### src/rtl/lps_pkg.sv
package lps_pkg;

  typedef enum logic [3:0] {
    ST_IDLE = 4'd0,
    ST_CHK  = 4'd1,
    ST_WREF = 4'd2,
    ST_RCHK = 4'd3,
    ST_SETL = 4'd4,
    ST_EPH  = 4'd5,
    ST_POLL = 4'd6,
    ST_GAP  = 4'd7,
    ST_UNW  = 4'd8,
    ST_UP   = 4'd9,
    ST_LTO  = 4'd10
  } lps_state_e;

  localparam int unsigned LPS_NSTEP     = 5;
  localparam int unsigned LPS_STEP_CORE = 3;
  localparam int unsigned LPS_STEP_REF  = 4;

endpackage

### src/rtl/lps_tick.sv
module lps_tick #(
  parameter int unsigned TICK_DIV = 100
) (
  input  logic clk,
  input  logic rst,
  input  logic clr_i,
  output logic tick_o
);
  localparam int unsigned PW = (TICK_DIV > 1) ? $clog2(TICK_DIV) : 1;

  logic [PW-1:0] pre_q;

  assign tick_o = (pre_q == PW'(TICK_DIV - 1));

  always_ff @(posedge clk) begin
    if (rst || clr_i) begin
      pre_q <= '0;
    end else if (tick_o) begin
      pre_q <= '0;
    end else begin
      pre_q <= pre_q + 1'b1;
    end
  end
endmodule

### src/rtl/lps_timer.sv
module lps_timer #(
  parameter int unsigned TW = 8
) (
  input  logic          clk,
  input  logic          rst,
  input  logic          load_i,
  input  logic [TW-1:0] val_i,
  input  logic          tick_i,
  output logic          done_o
);
  logic [TW-1:0] cnt_q;

  assign done_o = (cnt_q == '0);

  always_ff @(posedge clk) begin
    if (rst) begin
      cnt_q <= '0;
    end else if (load_i) begin
      cnt_q <= val_i;
    end else if (tick_i && !done_o) begin
      cnt_q <= cnt_q - 1'b1;
    end
  end
endmodule

### src/rtl/lps_retry.sv
module lps_retry #(
  parameter int unsigned POLL_MAX = 2000
) (
  input  logic clk,
  input  logic rst,
  input  logic clr_i,
  input  logic inc_i,
  output logic last_o
);
  localparam int unsigned RW = (POLL_MAX > 1) ? $clog2(POLL_MAX) : 1;

  logic [RW-1:0] cnt_q;

  assign last_o = (cnt_q == RW'(POLL_MAX - 1));

  always_ff @(posedge clk) begin
    if (rst || clr_i) begin
      cnt_q <= '0;
    end else if (inc_i && !last_o) begin
      cnt_q <= cnt_q + 1'b1;
    end
  end
endmodule

### src/rtl/lnk_pwr_seq.sv
module lnk_pwr_seq
  import lps_pkg::*;
#(
  parameter int unsigned TICK_DIV    = 100,
  parameter int unsigned REF_DLY_US  = 10,
  parameter int unsigned SETTLE_US   = 200,
  parameter int unsigned EP_RST_US   = 100000,
  parameter int unsigned POLL_MAX    = 2000,
  parameter int unsigned POLL_GAP_US = 50
) (
  input  logic       clk,
  input  logic       rst,
  input  logic       start_i,
  input  logic       pll_lock_i,
  input  logic       rst_pol_i,
  input  logic [4:0] step_err_i,
  output logic       supply_en_o,
  output logic       phy_clk_en_o,
  output logic       bus_clk_en_o,
  output logic       core_clk_en_o,
  output logic       refclk_en_o,
  output logic       phy_pd_o,
  output logic       ep_rst_o,
  output logic       phy_rst_o,
  output logic       done_o,
  output logic       lock_to_o,
  output logic       err_o
);
  localparam int unsigned NW   = LPS_NSTEP;
  localparam int unsigned MA   = (REF_DLY_US > SETTLE_US) ? REF_DLY_US : SETTLE_US;
  localparam int unsigned MB   = (EP_RST_US > POLL_GAP_US) ? EP_RST_US : POLL_GAP_US;
  localparam int unsigned TMAX = (MA > MB) ? MA : MB;
  localparam int unsigned TW   = $clog2(TMAX + 1);

  lps_state_e    st_q;
  logic [2:0]    idx_q;
  logic [NW-1:0] en_q;
  logic          pd_q;
  logic          phy_rst_q;
  logic          ep_q;
  logic          done_q;
  logic          lto_q;
  logic          err_q;
  logic          ld_q;
  logic [TW-1:0] ldv_q;

  logic          tick;
  logic          tmr_done;
  logic          tmr_go;
  logic          rty_last;
  logic          rty_clr;
  logic          rty_inc;
  logic          cur_err;
  logic [NW-1:0] idx_mask;

  lps_tick #(.TICK_DIV(TICK_DIV)) u_tick (
    .clk    (clk),
    .rst    (rst),
    .clr_i  (ld_q),
    .tick_o (tick)
  );

  lps_timer #(.TW(TW)) u_timer (
    .clk    (clk),
    .rst    (rst),
    .load_i (ld_q),
    .val_i  (ldv_q),
    .tick_i (tick),
    .done_o (tmr_done)
  );

  lps_retry #(.POLL_MAX(POLL_MAX)) u_retry (
    .clk    (clk),
    .rst    (rst),
    .clr_i  (rty_clr),
    .inc_i  (rty_inc),
    .last_o (rty_last)
  );

  // A wait is over only once the load pulse has reached the timer.
  assign tmr_go   = !ld_q && tmr_done;
  assign rty_clr  = (st_q == ST_IDLE);
  assign rty_inc  = (st_q == ST_POLL) && !pll_lock_i;
  assign idx_mask = NW'(1) << idx_q;
  assign cur_err  = |(step_err_i & idx_mask);

  always_ff @(posedge clk) begin
    if (rst) begin
      st_q      <= ST_IDLE;
      idx_q     <= '0;
      en_q      <= '0;
      pd_q      <= 1'b1;
      phy_rst_q <= 1'b1;
      ep_q      <= ~rst_pol_i;
      done_q    <= 1'b0;
      lto_q     <= 1'b0;
      err_q     <= 1'b0;
      ld_q      <= 1'b0;
      ldv_q     <= '0;
    end else begin
      ld_q <= 1'b0;
      ep_q <= ~rst_pol_i;
      unique case (st_q)
        ST_IDLE: begin
          if (start_i) begin
            en_q  <= NW'(1);
            idx_q <= '0;
            err_q <= 1'b0;
            st_q  <= ST_CHK;
          end
        end
        ST_CHK: begin
          if (cur_err) begin
            st_q <= ST_UNW;
          end else if (idx_q == 3'(LPS_STEP_CORE)) begin
            pd_q  <= 1'b0;
            ld_q  <= 1'b1;
            ldv_q <= TW'(REF_DLY_US);
            st_q  <= ST_WREF;
          end else begin
            en_q  <= en_q | (idx_mask << 1);
            idx_q <= idx_q + 3'd1;
          end
        end
        ST_WREF: begin
          if (tmr_go) begin
            en_q  <= en_q | (NW'(1) << LPS_STEP_REF);
            idx_q <= 3'(LPS_STEP_REF);
            st_q  <= ST_RCHK;
          end
        end
        ST_RCHK: begin
          if (cur_err) begin
            st_q <= ST_UNW;
          end else begin
            ld_q  <= 1'b1;
            ldv_q <= TW'(SETTLE_US);
            st_q  <= ST_SETL;
          end
        end
        ST_SETL: begin
          if (tmr_go) begin
            ep_q  <= rst_pol_i;
            ld_q  <= 1'b1;
            ldv_q <= TW'(EP_RST_US);
            st_q  <= ST_EPH;
          end
        end
        ST_EPH: begin
          if (tmr_go) begin
            phy_rst_q <= 1'b0;
            st_q      <= ST_POLL;
          end else begin
            ep_q <= rst_pol_i;
          end
        end
        ST_POLL: begin
          if (pll_lock_i) begin
            done_q <= 1'b1;
            st_q   <= ST_UP;
          end else if (rty_last) begin
            lto_q <= 1'b1;
            st_q  <= ST_LTO;
          end else begin
            ld_q  <= 1'b1;
            ldv_q <= TW'(POLL_GAP_US);
            st_q  <= ST_GAP;
          end
        end
        ST_GAP: begin
          if (tmr_go) begin
            st_q <= ST_POLL;
          end
        end
        ST_UNW: begin
          en_q <= en_q & ~idx_mask;
          if (idx_q == '0) begin
            pd_q  <= 1'b1;
            err_q <= 1'b1;
            st_q  <= ST_IDLE;
          end else begin
            idx_q <= idx_q - 3'd1;
          end
        end
        ST_UP, ST_LTO: begin
          st_q <= st_q;
        end
        default: begin
          st_q <= ST_IDLE;
        end
      endcase
    end
  end

  assign supply_en_o   = en_q[0];
  assign phy_clk_en_o  = en_q[1];
  assign bus_clk_en_o  = en_q[2];
  assign core_clk_en_o = en_q[3];
  assign refclk_en_o   = en_q[4];
  assign phy_pd_o      = pd_q;
  assign ep_rst_o      = ep_q;
  assign phy_rst_o     = phy_rst_q;
  assign done_o        = done_q;
  assign lock_to_o     = lto_q;
  assign err_o         = err_q;

endmodule

### config.mk
export PLATFORM = sky130hd
export DESIGN_NAME = lnk_pwr_seq
export DESIGN_NICKNAME = d
export VERILOG_FILES = /design/src/rtl/lps_pkg.sv /design/src/rtl/lps_tick.sv /design/src/rtl/lps_timer.sv /design/src/rtl/lps_retry.sv /design/src/rtl/lnk_pwr_seq.sv
export SDC_FILE = /design/constraint.sdc
export NUM_CORES = 1
export LEC_CHECK = 0
export BUFFER_PORTS_ARGS = -buffer_cell sky130_fd_sc_hd__buf_2
export CAP_MARGIN = 20
export CORE_MARGIN = 2
export CORE_UTILIZATION = 60
export DETAILED_ROUTE_END_ITERATION = 12
export PLACE_DENSITY = 0.79
export SYNTH_ARGS = -nofsm -noshare
export SYNTH_HDL_FRONTEND = slang
export SYNTH_SLANG_ARGS = --single-unit
### constraint.sdc
create_clock -name clk -period 2.8 [get_ports clk]
set_input_delay 0.28 -clock clk [delete_from_list [all_inputs] [get_ports clk]]
set_output_delay 0.28 -clock clk [all_outputs]
set_load 0.01 [all_outputs]
==> results.py <==
metrics = {
    "status": {
        "status": "complete, no violations",
    },
    "cells_and_area": {
        "antenna-diode-count": 0,
        "final_cells": 471,
        "final_cell_mix": "sky130_fd_sc_hd__dfxtp_1 (61), sky130_fd_sc_hd__nor2_1 (55), sky130_fd_sc_hd__nand2_1 (26)",
        "num-nets-final": 413,
        "final_common_cell": "sky130_fd_sc_hd__dfxtp_1",
        "synthToLayoutAreaGrowth_pct": 10.4,
        "post_route_cells_drive_above_1_share_pct": 12.7,
    },
    "power": {
        "leakage_nw": 1.29,
        "peakVddDrop_v": 0.000538,
        "power.density_cell_area_nw_per_um2": 765,
    },
    "drt": {
        "drtPass1Iterations": 4,
        "vias": 2743,
        "total_wire_length_um": 6520,
        "initialDrtViolationCount": 135,
        "drc": 0,
        "detail_route.vias_per_cell": 5.82,
        "wire_per_inst_um": 13.8,
        "detail-route-antenna-nets": 0,
    },
    "grt": {
        "met1_usage_pct": 28.7,
        "groute.layer.met2.usage_pct": 38.0,
        "grtUsageTotal_pct": 22.8,
        "grt_max_degree": 37,
        "grt_first_pass_wirelength_um": 11100,
        "grt_antenna_before_repair": 0,
        "grt_use_met3_pct": 4.24,
        "top_usage_layer": "met2",
        "total_global_routing_overflow": 0,
        "via_count_of_the_first_global_routing_pass": 2515,
    },
    "setup_path": {
        "cp.arrival_ps": 2430,
        "r2r_cells": 8,
        "setup.worst_path.class": "reg -> reg",
        "highest_fanout_seen_on_the_critical_path": 20,
        "cp-start-kind": "flip-flop",
        "endpoint_kind": "flip-flop",
        "worst_ep_required_time_ps": 2990,
    },
    "sta": {
        "final_hold_violation_count": 0,
        "max_fclk_mhz": 447,
        "min_period_ps": 2240,
        "hold_slack_ps": 139,
        "grt_setup_unrepaired": "false",
        "setup_viol": 0,
        "finClkSkew_ps": 7.72,
        "timing.max_slew.rel_slack_pct": 51.5,
        "period_share_pct": 80.0,
        "final.setup.tns_ps": 0,
        "slew_violations": 0,
        "slew_at_the_pin_closest_to_its_max_slew_limit_ps": 720,
    },
    "clocking": {
        "tritoncts_clock_tree": "done",
        "cts.htree.levels": 3,
        "clock_latency_late_sink_ps": 330,
        "clkSlewWorstSetupHoldPaths_ps": 70,
        "number_of_buffers_added_for_setup_after_cts": 0,
        "post_cts_hold_buffer_count": 0,
        "clock_tree.root_cell": "sky130_fd_sc_hd__clkbuf_8",
        "clk_path_buf_depth": 2,
        "cts_resized": 0,
        "cts_made_buffers": 9,
        "clock_sinks": 61,
    },
    "synth": {
        "post_synth_instance_area_um2": 3180,
        "synth_cells": 380,
        "syn-num-nets": 395,
        "post_synth_num_cell_types": 58,
        "async_flop_share_pct": 0,
        "synth_top_flop_cell": "sky130_fd_sc_hd__dfxtp_1",
        "yosysWarningCount": 0,
        "synth-edff-count": 0,
        "ys_seq_area_share_pct": 38.5,
        "syn_area_per_cell_um2": 8.36,
        "synth_seq_cells": 61,
    },
    "run": {
        "maxCapViolCount": 0,
    },
    "floorplanning": {
        "floorplan.initialDensity_pct": 62.2,
        "die-width_um": 76.8,
        "io_pins": 21,
        "die-height_um": 76.8,
        "design.die.area_um2": 5890,
        "design.core.area_um2": 5110,
        "number_of_placement_rows": 26,
    },
    "placed_design": {
        "placed_instances": 457,
        "gpl.final_weighted_congestion": 0.875,
        "detailed_place_hpwl_um": 4590,
        "port_buffers": 20,
    },
    "hold_path": {
        "hold_depth": 2,
        "timing.hold.worst.class": "in -> reg",
    },
}
[state kept, by name (all words and copies together), names as in the netlist]
register / cells
st_q: 4
ld_q: 1
lock_to_o: 1
ldv_q: 7
done_o: 1
err_o: 1
idx_q: 3
phy_rst_o: 1
en_q: 5
u_retry.cnt_q: 11
u_timer.cnt_q: 17
phy_pd_o: 1
u_tick.pre_q: 7
ep_rst_o: 1
[critical path: stages, from the launching register on]
cell                       delay [ps]
sky130_fd_sc_hd__dfxtp_1          500
sky130_fd_sc_hd__nor2b_1          260
sky130_fd_sc_hd__nand2_1          210
sky130_fd_sc_hd__fa_1             450
sky130_fd_sc_hd__xnor2_1          210
sky130_fd_sc_hd__nor2_1            70
sky130_fd_sc_hd__a221oi_1         210
sky130_fd_sc_hd__a211o_1          150
sky130_fd_sc_hd__a21oi_2           50
[final cells by class]
type | count | area, µm²
clock buffer | 12 | 145
clock inverter | 2 | 35.0
fill | 443 | 1600
inverter | 8 | 30.0
multi-input combinational | 293 | 1850
sequential | 61 | 1220
tap | 70 | 87.6
timing repair buffer | 25 | 138
[per-stage QoR]
step	util, %	worst slack (ps)	power [W]	instance area, µm²
3_3_place_gp	65.1	667	0.00192	3320
3_5_place_dp	65.1	606	0.00195	3320
6_report	68.6	561	0.00268	3500
2_1_floorplan	-	729	0.00173	3180
4_1_cts	68.6	593	0.00269	3500
5_1_grt	68.6	417	0.00284	3500
[routing by layer]
metal,vias up,share of wire [%]
met5,-,0
li1,1376,-
met1,1274,45
met3,14,5.6
met4,0,2.1
met2,79,47
[synth_stat cells, drive strengths merged, types with 3 or more instances]
master | count | share of area, %
dfxtp | 61 | 38
nor2 | 55 | 6.5
nand2 | 26 | 3.1
a21oi | 25 | 4.1
o21ai | 21 | 3.3
xnor2 | 19 | 5.2
nor3 | 16 | 3.0
clkbuf | 13 | 1.5
nand3 | 13 | 2.2
xor2 | 13 | 3.6
inv | 8 | 0.95
nand4 | 7 | 1.4
or3 | 7 | 1.4
a211oi | 6 | 1.4
and3 | 6 | 1.2
nand2b | 6 | 1.2
nor2b | 6 | 1.2
a21boi | 5 | 1.2
and2 | 5 | 0.99
buf | 5 | 0.87
mux2i | 5 | 1.6
nor4 | 5 | 1.9
ha | 4 | 1.6
o21a | 4 | 0.95
a21o | 3 | 0.71
a311oi | 3 | 1.0
nand3b | 3 | 0.71
o211ai | 3 | 0.87
[worst paths after layout]
kind                        start         endpoint  slack (ps)
setup / recovery          st_q[1]         idx_q[2]         560
setup reg to reg          st_q[1]         idx_q[2]         560
hold reg to reg   u_tick.pre_q[0]  u_tick.pre_q[0]         430
hold / removal          rst_pol_i         ep_rst_o         140
[power breakdown]
| group | switching (W) | total (W) | internal (W) |
|---|---|---|---|
| clock | 0.000311 | 0.000736 | 0.000425 |
| sequential | 0.0000938 | 0.00104 | 0.000946 |
| combinational | 0.000550 | 0.000905 | 0.000355 |
[cell families after synthesis]
group	Yosys count	share of synthesized area, %
AOI/OAI and AO/OA	85	17.5
xor gates and xnor gates	32	8.83
adders and majority gates	5	2.21
buffers and inverters	26	3.35
DFF	61	38.5
muxes	5	1.58
and+or+nand+nor	166	28.1
(Power assumes the default switching activity.)
